### config.mk
export PLATFORM = sky130hd
export DESIGN_NAME = seg_xlate
export DESIGN_NICKNAME = d
export VERILOG_FILES = /design/src/rtl/seg_xlate_pkg.sv /design/src/rtl/seg_desc_fetch.sv /design/src/rtl/seg_limit_check.sv /design/src/rtl/seg_xlate.sv
export SDC_FILE = /design/constraint.sdc
export NUM_CORES = 1
export LEC_CHECK = 0
export ABC_AREA = 1
export BUFFER_PORTS_ARGS = -buffer_cell sky130_fd_sc_hd__buf_2
export CAP_MARGIN = 20
export CORE_MARGIN = 4
export CORE_UTILIZATION = 35
export DETAILED_ROUTE_END_ITERATION = 7
export PLACE_DENSITY_LB_ADDON = 0.1
export SLEW_MARGIN = 5
export SYNTH_ARGS = -nofsm -noshare
export SYNTH_HDL_FRONTEND = slang
export SYNTH_SLANG_ARGS = --single-unit
### constraint.sdc
create_clock -name clk -period 3.38 [get_ports clk]
set_input_delay 0.338 -clock clk [delete_from_list [all_inputs] [get_ports clk]]
set_output_delay 0.338 -clock clk [all_outputs]
set_load 0.005 [all_outputs]
### src/rtl/seg_xlate_pkg.sv
package seg_xlate_pkg;
    localparam int AW    = 32;
    localparam int SEL_W = 16;
    localparam int IDX_W = 13;
    localparam int DESC_SHIFT = 3;

    typedef struct packed {
        logic          valid;
        logic [AW-1:0] base;
        logic [AW-1:0] limit;
    } seg_desc_t;

    typedef enum logic [1:0] {
        F_IDLE = 2'd0,
        F_LO   = 2'd1,
        F_HI   = 2'd2
    } fetch_st_e;
endpackage

### src/rtl/seg_desc_fetch.sv
module seg_desc_fetch
    import seg_xlate_pkg::*;
#(
    parameter int REG_W = 3
) (
    input  logic             clk,
    input  logic             rst_n,
    input  logic             start,
    input  logic [REG_W-1:0] start_reg,
    input  logic [SEL_W-1:0] start_sel,
    input  logic [AW-1:0]    gdt_base,
    input  logic [AW-1:0]    ldt_base,
    output logic             busy,
    output logic             mem_req,
    output logic [AW-1:0]    mem_addr,
    input  logic             mem_ack,
    input  logic [AW-1:0]    mem_rdata,
    output logic             wr_en,
    output logic [REG_W-1:0] wr_reg,
    output seg_desc_t        wr_desc
);
    localparam int PAD_W = AW - IDX_W - DESC_SHIFT;

    typedef struct packed {
        fetch_st_e        st;
        logic [AW-1:0]    addr;
        logic [AW-1:0]    base;
        logic [REG_W-1:0] tgt;
    } fstate_t;

    fstate_t q, d;
    logic    is_null;
    logic [AW-1:0] tbl_base;
    logic [AW-1:0] slot_off;

    assign is_null  = (start_sel[SEL_W-1:DESC_SHIFT] == '0) && !start_sel[2];
    assign tbl_base = start_sel[2] ? ldt_base : gdt_base;
    assign slot_off = {{PAD_W{1'b0}}, start_sel[SEL_W-1:DESC_SHIFT], {DESC_SHIFT{1'b0}}};

    always_comb begin
        d       = q;
        wr_en   = 1'b0;
        wr_reg  = q.tgt;
        wr_desc = '0;
        case (q.st)
            F_IDLE: begin
                if (start) begin
                    if (is_null) begin
                        wr_en  = 1'b1;
                        wr_reg = start_reg;
                    end else begin
                        d.st   = F_LO;
                        d.addr = tbl_base + slot_off;
                        d.tgt  = start_reg;
                    end
                end
            end
            F_LO: begin
                if (mem_ack) begin
                    d.base = mem_rdata;
                    d.addr = q.addr + AW'(4);
                    d.st   = F_HI;
                end
            end
            F_HI: begin
                if (mem_ack) begin
                    wr_en   = 1'b1;
                    wr_desc = '{valid: 1'b1, base: q.base, limit: mem_rdata};
                    d.st    = F_IDLE;
                end
            end
            default: d.st = F_IDLE;
        endcase
    end

    always_ff @(posedge clk) begin
        if (!rst_n) q <= '0;
        else        q <= d;
    end

    assign busy     = (q.st != F_IDLE);
    assign mem_req  = busy;
    assign mem_addr = q.addr;

    // request and address held until acknowledged
    p_req_hold_r2: assert property (@(posedge clk) disable iff (!rst_n)
        (mem_req && !mem_ack) |=> (mem_req && $stable(mem_addr)));

    // after the first word arrives, the request moves to the next word
    p_second_word_r2: assert property (@(posedge clk) disable iff (!rst_n)
        (q.st == F_LO && mem_ack) |=> (mem_req && mem_addr == $past(mem_addr) + AW'(4)));
endmodule

### src/rtl/seg_limit_check.sv
module seg_limit_check
    import seg_xlate_pkg::*;
(
    input  seg_desc_t     desc,
    input  logic [AW-1:0] off,
    output logic          fault,
    output logic [AW-1:0] lin
);
    always_comb begin
        fault = !desc.valid || (off > desc.limit);
        lin   = fault ? '0 : desc.base + off;
    end
endmodule

### src/rtl/seg_xlate.sv
module seg_xlate
    import seg_xlate_pkg::*;
#(
    parameter  int NSEG  = 6,
    localparam int REG_W = $clog2(NSEG)
) (
    input  logic             clk,
    input  logic             rst_n,
    input  logic [AW-1:0]    gdt_base,
    input  logic [AW-1:0]    ldt_base,
    input  logic             ld_valid,
    input  logic [REG_W-1:0] ld_reg,
    input  logic [SEL_W-1:0] ld_sel,
    output logic             ld_ready,
    output logic             mem_req,
    output logic [AW-1:0]    mem_addr,
    input  logic             mem_ack,
    input  logic [AW-1:0]    mem_rdata,
    input  logic             acc_valid,
    input  logic [REG_W-1:0] acc_reg,
    input  logic [AW-1:0]    acc_off,
    output logic             acc_ready,
    output logic             rsp_valid,
    output logic             rsp_fault,
    output logic [AW-1:0]    rsp_addr,
    output logic [1:0]       rsp_prot
);
    typedef struct packed {
        seg_desc_t [NSEG-1:0] cache;
        logic [NSEG-1:0][1:0] prot;
        logic                 rsp_valid;
        logic                 rsp_fault;
        logic [AW-1:0]        rsp_addr;
        logic [1:0]           rsp_prot;
    } tstate_t;

    tstate_t q, d;

    logic             busy;
    logic             ld_fire, acc_fire, fetch_start;
    logic             wr_en;
    logic [REG_W-1:0] wr_reg;
    seg_desc_t        wr_desc;
    seg_desc_t        sel_desc;
    logic [1:0]       sel_prot;
    logic             chk_fault;
    logic [AW-1:0]    chk_lin;

    assign ld_ready    = !busy;
    assign acc_ready   = !busy;
    assign ld_fire     = ld_valid && ld_ready;
    assign acc_fire    = acc_valid && acc_ready;
    assign fetch_start = ld_fire && (int'(ld_reg) < NSEG);

    seg_desc_fetch #(.REG_W(REG_W)) u_fetch (
        .clk       (clk),
        .rst_n     (rst_n),
        .start     (fetch_start),
        .start_reg (ld_reg),
        .start_sel (ld_sel),
        .gdt_base  (gdt_base),
        .ldt_base  (ldt_base),
        .busy      (busy),
        .mem_req   (mem_req),
        .mem_addr  (mem_addr),
        .mem_ack   (mem_ack),
        .mem_rdata (mem_rdata),
        .wr_en     (wr_en),
        .wr_reg    (wr_reg),
        .wr_desc   (wr_desc)
    );

    always_comb begin
        sel_desc = '0;
        sel_prot = '0;
        for (int i = 0; i < NSEG; i++) begin
            if (acc_reg == REG_W'(i)) begin
                sel_desc = q.cache[i];
                sel_prot = q.prot[i];
            end
        end
    end

    seg_limit_check u_check (
        .desc  (sel_desc),
        .off   (acc_off),
        .fault (chk_fault),
        .lin   (chk_lin)
    );

    always_comb begin
        d           = q;
        d.rsp_valid = acc_fire;
        if (acc_fire) begin
            d.rsp_fault = chk_fault;
            d.rsp_addr  = chk_lin;
            d.rsp_prot  = chk_fault ? 2'b00 : sel_prot;
        end
        for (int i = 0; i < NSEG; i++) begin
            if (fetch_start && ld_reg == REG_W'(i)) d.prot[i]  = ld_sel[1:0];
            if (wr_en && wr_reg == REG_W'(i))       d.cache[i] = wr_desc;
        end
    end

    always_ff @(posedge clk) begin
        if (!rst_n) q <= '0;
        else        q <= d;
    end

    assign rsp_valid = q.rsp_valid;
    assign rsp_fault = q.rsp_fault;
    assign rsp_addr  = q.rsp_addr;
    assign rsp_prot  = q.rsp_prot;

    // both ports stall during a fetch
    p_stall_r3: assert property (@(posedge clk) disable iff (!rst_n)
        mem_req |-> (!acc_ready && !ld_ready));

    // a null selector starts no memory read
    p_null_noread_r7: assert property (@(posedge clk) disable iff (!rst_n)
        (ld_valid && ld_ready && ld_sel[SEL_W-1:2] == '0) |=> !mem_req);

    // a response appears only after an accepted access
    p_rsp_after_acc_r4: assert property (@(posedge clk) disable iff (!rst_n)
        rsp_valid |-> $past(acc_valid && acc_ready));

    // a faulted response carries no address
    p_fault_noaddr_r5: assert property (@(posedge clk) disable iff (!rst_n)
        (rsp_valid && rsp_fault) |-> (rsp_addr == '0 && rsp_prot == 2'b00));
endmodule

==> impl_results.html, run 1 <==
<table>
<tr><th>Metric</th><th>Value</th></tr>
<tr><th colspan="2">Drt</th></tr>
<tr><td>TritonRoute pass-1 iters</td><td>5</td></tr>
<tr><td>Detailed-route wire length</td><td>102000 µm</td></tr>
<tr><td>Wire length per cell after detailed routing</td><td>18.0 µm</td></tr>
<tr><td>Detailed-route DRC error count</td><td>0</td></tr>
<tr><td>Number of nets with antenna violations after routing</td><td>0</td></tr>
<tr><td>Via density per instance</td><td>4.86</td></tr>
<tr><td>DR vias</td><td>27600</td></tr>
<tr><td>First-iteration detailed-routing DRC count</td><td>1760</td></tr>
<tr><th colspan="2">Timing</th></tr>
<tr><td>Number of hold violations in the final report</td><td>0</td></tr>
<tr><td># setup viols final</td><td>0</td></tr>
<tr><td>Final worst path period share</td><td>0.861</td></tr>
<tr><td>Minimum clock period after layout</td><td>2.91 ns</td></tr>
<tr><td>Count of final max-slew check failures</td><td>0</td></tr>
<tr><td>Highest attainable clock frequency</td><td>344 MHz</td></tr>
<tr><td>Final setup TNS</td><td>0 ns</td></tr>
<tr><td>Final hold slack</td><td>0.0311 ns</td></tr>
<tr><td>Worst-case clock skew</td><td>0.0466 ns</td></tr>
<tr><td>Max-slew headroom</td><td>0.439</td></tr>
<tr><td>Worst-margin pin slew</td><td>0.841 ns</td></tr>
<tr><td>Setup repair after global routing missed its margin</td><td>false</td></tr>
<tr><th colspan="2">Floorplan</th></tr>
<tr><td>Initial cell density of the core</td><td>0.355</td></tr>
<tr><td>Floorplan die height</td><td>289 µm</td></tr>
<tr><td>Number of primary I/O pins</td><td>226</td></tr>
<tr><td>Number of rows in the core area</td><td>102</td></tr>
<tr><td>Horiz. Die Dim</td><td>289 µm</td></tr>
<tr><td>CORE AREA</td><td>77700 µm²</td></tr>
<tr><td>Die ar.</td><td>83300 µm²</td></tr>
<tr><th colspan="2">Synth</th></tr>
<tr><td>Syn nets</td><td>4621</td></tr>
<tr><td>Most common flop cell mapped by yosys</td><td>sky130_fd_sc_hd__dfxtp_1</td></tr>
<tr><td>Number of synthesized flops with an enable pin</td><td>0</td></tr>
<tr><td>Largest area contributor in the synthesized netlist</td><td>sky130_fd_sc_hd__dfxtp_1</td></tr>
<tr><td>Largest cells by area after synthesis</td><td>sky130_fd_sc_hd__dfxtp_1 37%, sky130_fd_sc_hd__nand2_1 18%, sky130_fd_sc_hd__nor2_1 13%</td></tr>
<tr><td>Count of cell types in the netlist</td><td>51</td></tr>
<tr><td>Share of the synthesized area in the top cell type</td><td>0.368</td></tr>
<tr><td>Average instance area after synthesis</td><td>6.29 µm²</td></tr>
<tr><td>Fraction of synthesis flops using an asynchronous set or reset pin</td><td>0</td></tr>
<tr><td>Cell area after technology mapping</td><td>27600 µm²</td></tr>
<tr><td>Gate count of the mapped netlist</td><td>4387</td></tr>
<tr><td>Register area share after synthesis</td><td>0.368</td></tr>
<tr><td>Count of yosys warnings during synthesis</td><td>0</td></tr>
<tr><td>#FFs+latches synth</td><td>507</td></tr>
<tr><th colspan="2">Clock network</th></tr>
<tr><td>Gates resized, CTS repair</td><td>0</td></tr>
<tr><td>Buffer cell driving the clock tree root</td><td>sky130_fd_sc_hd__clkbuf_16</td></tr>
<tr><td>Clock tree from TritonCTS</td><td>yes</td></tr>
<tr><td>Num CTS Buffers</td><td>58</td></tr>
<tr><td>Clk slew on worst S/H paths</td><td>0.06 ns</td></tr>
<tr><td>Clock latency on the worst-skew pair</td><td>0.66 ns</td></tr>
<tr><td>Total clock sinks</td><td>507</td></tr>
<tr><td>Maximum root-to-sink buffer count</td><td>3</td></tr>
<tr><td>H-Tree Depth</td><td>2</td></tr>
<tr><th colspan="2">Global routing</th></tr>
<tr><td>Maximum number of pins on one net before global-route repair</td><td>117</td></tr>
<tr><td>First-pass GRT wire length</td><td>155000 µm</td></tr>
<tr><td>Via count of the first global-routing pass</td><td>25500</td></tr>
<tr><td>Aggregate global-route resource usage</td><td>0.241</td></tr>
<tr><td>Antenna violations before repair</td><td>10</td></tr>
<tr><td>Global route overflow</td><td>0</td></tr>
<tr><th colspan="2">Power</th></tr>
<tr><td>Worst IR Drop VDD</td><td>0.000410 V</td></tr>
<tr><td>Proportion of power drawn by the clock network</td><td>0.458</td></tr>
<tr><td>Net switching power figure</td><td>4.02 mW</td></tr>
<tr><td>Final total power</td><td>14.8 mW</td></tr>
<tr><td>Power share of the sequential group</td><td>0.417</td></tr>
<tr><td>Combinational cell fraction of total power</td><td>0.125</td></tr>
<tr><td>Power Internal</td><td>10.8 mW</td></tr>
<tr><td>Static Leakage</td><td>14.6 nW</td></tr>
<tr><td>Fraction of power spent switching nets</td><td>0.272</td></tr>
<tr><td>Power Density</td><td>453 nW/µm²</td></tr>
<tr><th colspan="2">Final layout</th></tr>
<tr><td>Area growth, synth to finish</td><td>18.6%</td></tr>
<tr><td>Proportion of layout cells with a drive suffix above 1</td><td>0.121</td></tr>
<tr><td>Net count reported at finish</td><td>4823</td></tr>
<tr><td>Total non-filler cell area in the finished layout</td><td>32700 µm²</td></tr>
<tr><th colspan="2">Flow run</th></tr>
<tr><td>Max capacitance violation total</td><td>0</td></tr>
<tr><th colspan="2">Critical path</th></tr>
<tr><td>CP required</td><td>3.89 ns</td></tr>
<tr><td>Peak fanout along the critical path</td><td>30</td></tr>
<tr><td>Endpoint type of the worst setup path</td><td>flop</td></tr>
<tr><td>Arrival time at the worst endpoint</td><td>3.42 ns</td></tr>
<tr><td>Critical Path Source Type</td><td>primary input</td></tr>
<tr><td>Cell with the largest stage delay on the worst path</td><td>sky130_fd_sc_hd__ha_1</td></tr>
<tr><td>Largest stage delay on the critical path</td><td>0.29 ns</td></tr>
<tr><td>Type of the worst setup path</td><td>primary input to flop</td></tr>
<tr><td>Cells along the critical path</td><td>buf_2 -&gt; inv_1 -&gt; nor2_1 -&gt; inv_1 -&gt; nor2_2 -&gt; buf_12 -&gt; nand2_1 -&gt; nand3_1 -&gt; a21oi_1 -&gt; buf_4 -&gt; ha_1 -&gt; nand2_1 -&gt; inv_1 -&gt; nand2_1 -&gt; nor2_1 -&gt; nand2_1 -&gt; nor2_1 -&gt; nand2_1 -&gt; nand4_1 -&gt; nand2_1 -&gt; buf_12 -&gt; buf_4 -&gt; nand3_1 -&gt; a21oi_1</td></tr>
<tr><td>CP dominant cell by count</td><td>sky130_fd_sc_hd__nand2_1</td></tr>
<tr><th colspan="2">Place</th></tr>
<tr><td>Post-DP Area</td><td>30500 µm²</td></tr>
<tr><td>PortBufs</td><td>225</td></tr>
<tr><td>Routability Congestion</td><td>0.895</td></tr>
<tr><td>Detailed placement HPWL</td><td>73600 µm</td></tr>
<tr><th colspan="2">Min path</th></tr>
<tr><td>Worst Hold Class</td><td>primary input to flop</td></tr>
<tr><th colspan="2">Run status</th></tr>
<tr><td>Result of the run</td><td>completed</td></tr>
</table>
[synthesized netlist by cell type, types with 8 or more instances]
| cell type | count |
|---|---|
| sky130_fd_sc_hd__nor3_1 | 33 |
| sky130_fd_sc_hd__nor2_1 | 982 |
| sky130_fd_sc_hd__buf_4 | 82 |
| sky130_fd_sc_hd__clkbuf_1 | 117 |
| sky130_fd_sc_hd__a21o_1 | 8 |
| sky130_fd_sc_hd__nand3_1 | 139 |
| sky130_fd_sc_hd__nand2_1 | 1301 |
| sky130_fd_sc_hd__o21bai_1 | 9 |
| sky130_fd_sc_hd__a41oi_1 | 9 |
| sky130_fd_sc_hd__xor2_1 | 20 |
| sky130_fd_sc_hd__ha_1 | 77 |
| sky130_fd_sc_hd__a22o_1 | 23 |
| sky130_fd_sc_hd__buf_1 | 27 |
| sky130_fd_sc_hd__o21ai_1 | 27 |
| sky130_fd_sc_hd__inv_2 | 8 |
| sky130_fd_sc_hd__buf_2 | 63 |
| sky130_fd_sc_hd__nand4_1 | 71 |
| sky130_fd_sc_hd__o21ai_0 | 255 |
| sky130_fd_sc_hd__a31oi_1 | 11 |
| sky130_fd_sc_hd__a21oi_1 | 206 |
| sky130_fd_sc_hd__a22oi_1 | 36 |
| sky130_fd_sc_hd__inv_1 | 310 |
| sky130_fd_sc_hd__dfxtp_1 | 507 |
[cells in the final DEF, fill, tap and decap left out, types with 12 or more instances in the layout]
master / count
sky130_fd_sc_hd__a21oi_1: 206
sky130_fd_sc_hd__a22o_1: 23
sky130_fd_sc_hd__a22oi_1: 36
sky130_fd_sc_hd__buf_12: 40
sky130_fd_sc_hd__buf_2: 224
sky130_fd_sc_hd__buf_4: 154
sky130_fd_sc_hd__clkbuf_16: 58
sky130_fd_sc_hd__clkinv_2: 17
sky130_fd_sc_hd__dfxtp_1: 507
sky130_fd_sc_hd__dlygate4sd3_1: 15
sky130_fd_sc_hd__ha_1: 77
sky130_fd_sc_hd__inv_1: 306
sky130_fd_sc_hd__inv_2: 12
sky130_fd_sc_hd__nand2_1: 1301
sky130_fd_sc_hd__nand3_1: 139
sky130_fd_sc_hd__nand4_1: 71
sky130_fd_sc_hd__nor2_1: 978
sky130_fd_sc_hd__nor3_1: 31
sky130_fd_sc_hd__o21ai_0: 255
sky130_fd_sc_hd__o21ai_1: 27
sky130_fd_sc_hd__xor2_1: 20
[layer usage]
metal / vias up / global-route usage / part of all wire
li1: 14300 / - / -
met1: 12600 / 0.345 / 0.48
met2: 611 / 0.386 / 0.44
met3: 115 / 0.0337 / 0.057
met4: 4 / 0.0503 / 0.019
met5: - / 0 / 0.00022
[worst max-delay path: cells and delay by family]
kind / cells / cell delay, ns
buf+inv: 8 / 1.13
compound gates: 2 / 0.11
simple gates: 13 / 1.53
fa+ha+maj: 1 / 0.29
[state kept, by name, indices dropped and copies added, names as in the netlist]
signal            flops
rsp_fault             1
q                   402
rsp_valid             1
rsp_addr             32
u_fetch.q            37
u_fetch.mem_addr     32
rsp_prot              2
[power by group through the flow]
| stage | registers [mW] | logic (mW) | clock network [mW] |
|---|---|---|---|
| after floorplan | 6.28 | 1.09 | 0 |
| after global placement | 6.31 | 1.84 | 0 |
| after detailed placement | 6.30 | 1.84 | 0 |
| after CTS | 6.17 | 1.86 | 6.91 |
| after global routing | 6.19 | 2.06 | 7.16 |
| final | 6.17 | 1.85 | 6.77 |
[logic make-up after synthesis]
logic type / count (synthesis) / share of synthesized area
simple gates: 2562 / 0.368
mux: 1 / 0.000363
flops: 507 / 0.368
xor+xnor: 22 / 0.00699
compound gates: 605 / 0.122
fa+ha+maj: 79 / 0.0364
buf+inv: 611 / 0.0980
[stage by stage]
| stage | util | setup WS, ns | instances |
|---|---|---|---|
| floorplan | - | 0.236 | 4387 |
| global placement | 0.392 | -0.220 | 5554 |
| detailed placement | 0.392 | -0.185 | 5554 |
| CTS | 0.421 | 0.495 | 5675 |
| global route | 0.421 | 0.160 | 5675 |
| finish | 0.421 | 0.470 | 5679 |
[cell type report]
type	count	area (µm²)
clock inverters	33	447
flip-flops and latches	507	10100
fillers	8453	45000
well taps	1040	1300
multi-input cells	3269	14800
clock buffers	73	1590
diodes	4	10.0
inverters	319	1200
repair buffers	434	3240
[timing repair]
action                    in CTS  in global routing
hold buffers                  15                  0
buffers inserted               0                  0
hold endpoints to repair      22                  0
[final timing paths]
kind / from / endpoint / slack, ns / cells after the start
worst max-delay path: acc_reg[2] / rsp_prot[1]$_SDFFE_PN0P_ / 0.47 / 24
worst min-delay path: mem_rdata[2] / u_fetch.q[5]$_SDFFE_PN0P_ / 0.03 / 3
worst min register to register: u_fetch.q[23]$_SDFFE_PN0P_ / u_fetch.q[23]$_SDFFE_PN0P_ / 0.46 / 2
worst max register to register: q[64]$_SDFFE_PN0P_ / rsp_prot[1]$_SDFFE_PN0P_ / 0.50 / 17
Note: power is estimated with default switching activity, not from simulation.
==> run 2: changes to the inputs <==
==> constraint.sdc (replaced) <==
create_clock -name clk -period 2.6 [get_ports clk]
set_input_delay 0.26 -clock clk [delete_from_list [all_inputs] [get_ports clk]]
set_output_delay 0.26 -clock clk [all_outputs]
set_load 0.005 [all_outputs]
==> run 2 against run 1 <==
  * Cell count grew 2.4%
  * Sequential power increased by 30%
  * Wire length is 2.0% higher
  * Cell area up 5.8%
  * Clock skew decreased by 0.021 ns
==> impl_results.html, run 2 (synthesis gave the netlist of run 1 again) <==
<table>
<tr><th>Metric</th><th>Value</th></tr>
<tr><th colspan="2">Critical path</th></tr>
<tr><td>Peak fanout along the critical path</td><td>9 (-70%)</td></tr>
<tr><td>Arrival time at the worst endpoint</td><td>3.15 ns (-0.27 ns)</td></tr>
<tr><td>Crit path buf inv count</td><td>4 (-4)</td></tr>
<tr><td>CP dominant cell by count</td><td>sky130_fd_sc_hd__nand2_1</td></tr>
<tr><td>Cell with the largest stage delay on the worst path</td><td>sky130_fd_sc_hd__dfxtp_1</td></tr>
<tr><td>Depth of the worst register-to-register path</td><td>18 (+1)</td></tr>
<tr><td>Category of cells accounting for the largest share of critical-path delay</td><td>compound AO/OA/AOI/OAI gates</td></tr>
<tr><td>Type of the worst setup path</td><td>flop to flop</td></tr>
<tr><td>Largest stage delay on the critical path</td><td>0.31 ns (+0.02 ns)</td></tr>
<tr><td>CP required</td><td>3.17 ns (-0.72 ns)</td></tr>
<tr><td>Worst R2R End</td><td>rsp_addr[18]$_SDFFE_PN0P_</td></tr>
<tr><td>Beginning of the worst register-to-register path</td><td>q[74]$_SDFFE_PN0P_</td></tr>
<tr><td>Critical Path Source Type</td><td>flop</td></tr>
<tr><td>Cells along the critical path</td><td>a22o_1 -&gt; a21oi_1 -&gt; nand3_1 -&gt; a21oi_1 -&gt; ha_1 -&gt; nand2_1 -&gt; nor2_1 -&gt; nand2_1 -&gt; inv_1 -&gt; nand2_1 -&gt; nor2_1 -&gt; buf_4 -&gt; nand2_1 -&gt; nand2_2 -&gt; buf_12 -&gt; clkbuf_16 -&gt; nand4_1 -&gt; a21oi_1</td></tr>
<tr><td>Endpoint type of the worst setup path</td><td>flop</td></tr>
<tr><td>Worst reg-to-reg setup slack</td><td>0.02 ns (-0.48 ns)</td></tr>
<tr><th colspan="2">Place</th></tr>
<tr><td>Routability Congestion</td><td>0.880 (-1.6%)</td></tr>
<tr><td>Cell Count Post-Placement</td><td>5653 (+1.8%)</td></tr>
<tr><td>PortBufs</td><td>225 (unchanged)</td></tr>
<tr><td>Detailed placement HPWL</td><td>76300 µm (+3.7%)</td></tr>
<tr><th colspan="2">Final layout</th></tr>
<tr><td>Top flop regs</td><td>q x402, u_fetch.q x37</td></tr>
<tr><td>Net count reported at finish</td><td>4958 (+2.8%)</td></tr>
<tr><td>Max reg flops</td><td>402 (unchanged)</td></tr>
<tr><td>Most common cell after layout, fill and taps aside</td><td>sky130_fd_sc_hd__nand2_1</td></tr>
<tr><td>Number of non-filler instances in the completed layout</td><td>5816 (+2.4%)</td></tr>
<tr><td>Commonest cells after routing, fill and taps aside</td><td>1287 x sky130_fd_sc_hd__nand2_1, 966 x sky130_fd_sc_hd__nor2_1, 506 x sky130_fd_sc_hd__dfxtp_1, 300 x sky130_fd_sc_hd__inv_1, 250 x sky130_fd_sc_hd__o21ai_0</td></tr>
<tr><td>Largest Register</td><td>q</td></tr>
<tr><td>Area growth, synth to finish</td><td>25.4%</td></tr>
<tr><td>Proportion of layout cells with a drive suffix above 1</td><td>0.158 (+0.0372)</td></tr>
<tr><th colspan="2">Global routing</th></tr>
<tr><td>Via count of the first global-routing pass</td><td>26100 (+2.1%)</td></tr>
<tr><td>Maximum number of pins on one net before global-route repair</td><td>116 (-0.85%)</td></tr>
<tr><td>Antenna violations before repair</td><td>3 (-7)</td></tr>
<tr><td>First-pass GRT wire length</td><td>157000 µm (+1.2%)</td></tr>
<tr><td>Aggregate global-route resource usage</td><td>0.244 (+0.00354)</td></tr>
<tr><td>Global route overflow</td><td>0 (unchanged)</td></tr>
<tr><th colspan="2">Power</th></tr>
<tr><td>Worst IR Drop VDD</td><td>0.000474 V (+16%)</td></tr>
<tr><td>Static Leakage</td><td>15.4 nW (+5.6%)</td></tr>
<tr><td>Power Density</td><td>566 nW/µm² (+25%)</td></tr>
<tr><th colspan="2">Timing</th></tr>
<tr><td>Worst-case clock skew</td><td>0.0257 ns (-0.0208 ns)</td></tr>
<tr><td>Highest attainable clock frequency</td><td>387 MHz</td></tr>
<tr><td>Minimum clock period after layout</td><td>2.58 ns</td></tr>
<tr><td>Worst-margin pin slew</td><td>0.834 ns (-0.00623 ns)</td></tr>
<tr><td>Count of final max-slew check failures</td><td>0 (unchanged)</td></tr>
<tr><td>Number of hold violations in the final report</td><td>0 (unchanged)</td></tr>
<tr><td>Final hold slack</td><td>0.0322 ns (+0.00111 ns)</td></tr>
<tr><td># setup viols final</td><td>0 (unchanged)</td></tr>
<tr><td>Max-slew headroom</td><td>0.444 (+0.00497)</td></tr>
<tr><td>Final worst path period share</td><td>0.994</td></tr>
<tr><td>Setup repair after global routing missed its margin</td><td>true</td></tr>
<tr><th colspan="2">Clock network</th></tr>
<tr><td>Clock latency on the worst-skew pair</td><td>0.65 ns (about the same)</td></tr>
<tr><td>Total clock sinks</td><td>507 (unchanged)</td></tr>
<tr><td>H-Tree Depth</td><td>2 (unchanged)</td></tr>
<tr><td>Num CTS Buffers</td><td>59 (+1.7%)</td></tr>
<tr><td>Maximum root-to-sink buffer count</td><td>3 (unchanged)</td></tr>
<tr><td>Clock tree from TritonCTS</td><td>yes</td></tr>
<tr><td>Clk slew on worst S/H paths</td><td>0.06 ns (about the same)</td></tr>
<tr><td>Buffer cell driving the clock tree root</td><td>sky130_fd_sc_hd__clkbuf_16</td></tr>
<tr><th colspan="2">Min path</th></tr>
<tr><td>Source of the worst hold timing path</td><td>ld_reg[2]</td></tr>
<tr><td>Worst Hold Class</td><td>primary input to flop</td></tr>
<tr><td>Worst hold path cell count</td><td>4 (+1)</td></tr>
<tr><td>Hold Path End</td><td>q[41]$_SDFFE_PN0P_</td></tr>
<tr><th colspan="2">Drt</th></tr>
<tr><td>Detailed-route wire length</td><td>104000 µm (+2.0%)</td></tr>
<tr><td>Number of nets with antenna violations after routing</td><td>0 (unchanged)</td></tr>
<tr><td>Detailed-route DRC error count</td><td>0 (unchanged)</td></tr>
<tr><td>TritonRoute pass-1 iters</td><td>6 (+1)</td></tr>
<tr><td>First-iteration detailed-routing DRC count</td><td>2072 (+18%)</td></tr>
<tr><td>Wire length per cell after detailed routing</td><td>17.9 µm (-0.41%)</td></tr>
<tr><td>Via density per instance</td><td>4.82 (-0.76%)</td></tr>
<tr><td>DR vias</td><td>28000 (+1.6%)</td></tr>
<tr><th colspan="2">Floorplan</th></tr>
<tr><td>Number of primary I/O pins</td><td>226 (unchanged)</td></tr>
<tr><td>Initial cell density of the core</td><td>0.355 (unchanged)</td></tr>
<tr><td>CORE AREA</td><td>77700 µm² (unchanged)</td></tr>
<tr><td>Floorplan die height</td><td>289 µm (unchanged)</td></tr>
<tr><td>Die ar.</td><td>83300 µm² (unchanged)</td></tr>
<tr><td>Number of rows in the core area</td><td>102 (unchanged)</td></tr>
<tr><td>Horiz. Die Dim</td><td>289 µm (unchanged)</td></tr>
<tr><th colspan="2">Run status</th></tr>
<tr><td>Result of the run</td><td>completed</td></tr>
<tr><th colspan="2">Flow run</th></tr>
<tr><td>Max capacitance violation total</td><td>0 (unchanged)</td></tr>
</table>
## run 2: changes by cell type in the layout (fill, tap and decap cells not counted), sizes merged
cell / delta
inv: -1
bufinv: -3
diode: -1
clkbuf: +23
clkinv: -12
buf: +108
dlygate4sd3: +23
## run 2: metal layers
metal | global-route usage | wire, µm | part of all wire | vias up
li1 | - | - | - | 14500
met4 | 0.0622 | 2580 | 0.025 | 0
met5 | 0 | 0 | 0 | -
met1 | 0.341 | 49400 | 0.47 | 12800
met2 | 0.392 | 46000 | 0.44 | 638
met3 | 0.0415 | 6300 | 0.060 | 122
## run 2: layout make-up
cell class / instances / area (µm²)
clock inverters: 17 / 274
inverters: 319 / 1210
fillers: 8317 / 43100
well taps: 1040 / 1300
repair buffers: 568 / 4660
clock buffers: 93 / 1790
flip-flops and latches: 507 / 10200
diodes: 3 / 7.51
multi-input cells: 3269 / 15200
## run 2: where the power goes
group	internal [mW]	leakage [nW]	switching, mW
sequential	7.91	4.10	0.118
clock	5.32	1.01	3.56
combinational	1.06	10.3	1.61
## run 2: worst max path at each step
stage / from / endpoint / depth (start not counted)
2_1_floorplan: acc_reg[2] / rsp_addr[30]$_SDFFE_PN0P_ / 27
3_3_place_gp: acc_reg[2] / rsp_addr[21]$_SDFFE_PN0P_ / 22
3_5_place_dp: acc_reg[2] / rsp_addr[21]$_SDFFE_PN0P_ / 22
4_1_cts: acc_reg[2] / rsp_addr[31]$_SDFFE_PN0P_ / 23
5_1_grt: q[67]$_SDFFE_PN0P_ / rsp_addr[27]$_SDFFE_PN0P_ / 17
6_report: q[74]$_SDFFE_PN0P_ / rsp_addr[18]$_SDFFE_PN0P_ / 18
## run 2: per-stage QoR
step | utilization | setup WS, ns | area, µm² | power, mW | TNS [ns]
global route | 0.445 | -0.129 | 34600 | 20.4 | -2.56
finish | 0.445 | 0.0161 | 34600 | 19.6 | 0
floorplan | - | -0.0534 | 27700 | 9.60 | -0.0534
global placement | 0.406 | -0.807 | 31500 | 10.7 | -25.72
CTS | 0.438 | 0.00277 | 34100 | 19.7 | 0
detailed placement | 0.406 | -0.796 | 31500 | 10.7 | -25.25
## run 2: tightest hold or removal path, delay by kind of cell
kind | cells | cell delay (ns)
AOI/OAI and AO/OA | 1 | 0.07
buffers and inverters | 2 | 0.21
and+or+nand+nor | 1 | 0.08
## run 2: timing repair
action                                  4_1_cts  5_1_grt
gates resized for setup                      16       93
endpoints found under the setup margin       32       35
gates cloned                                  1        2
hold buffers                                 38        0
setup buffers                                 1        8
pin swaps                                     2       10
hold endpoints to repair                     64        0
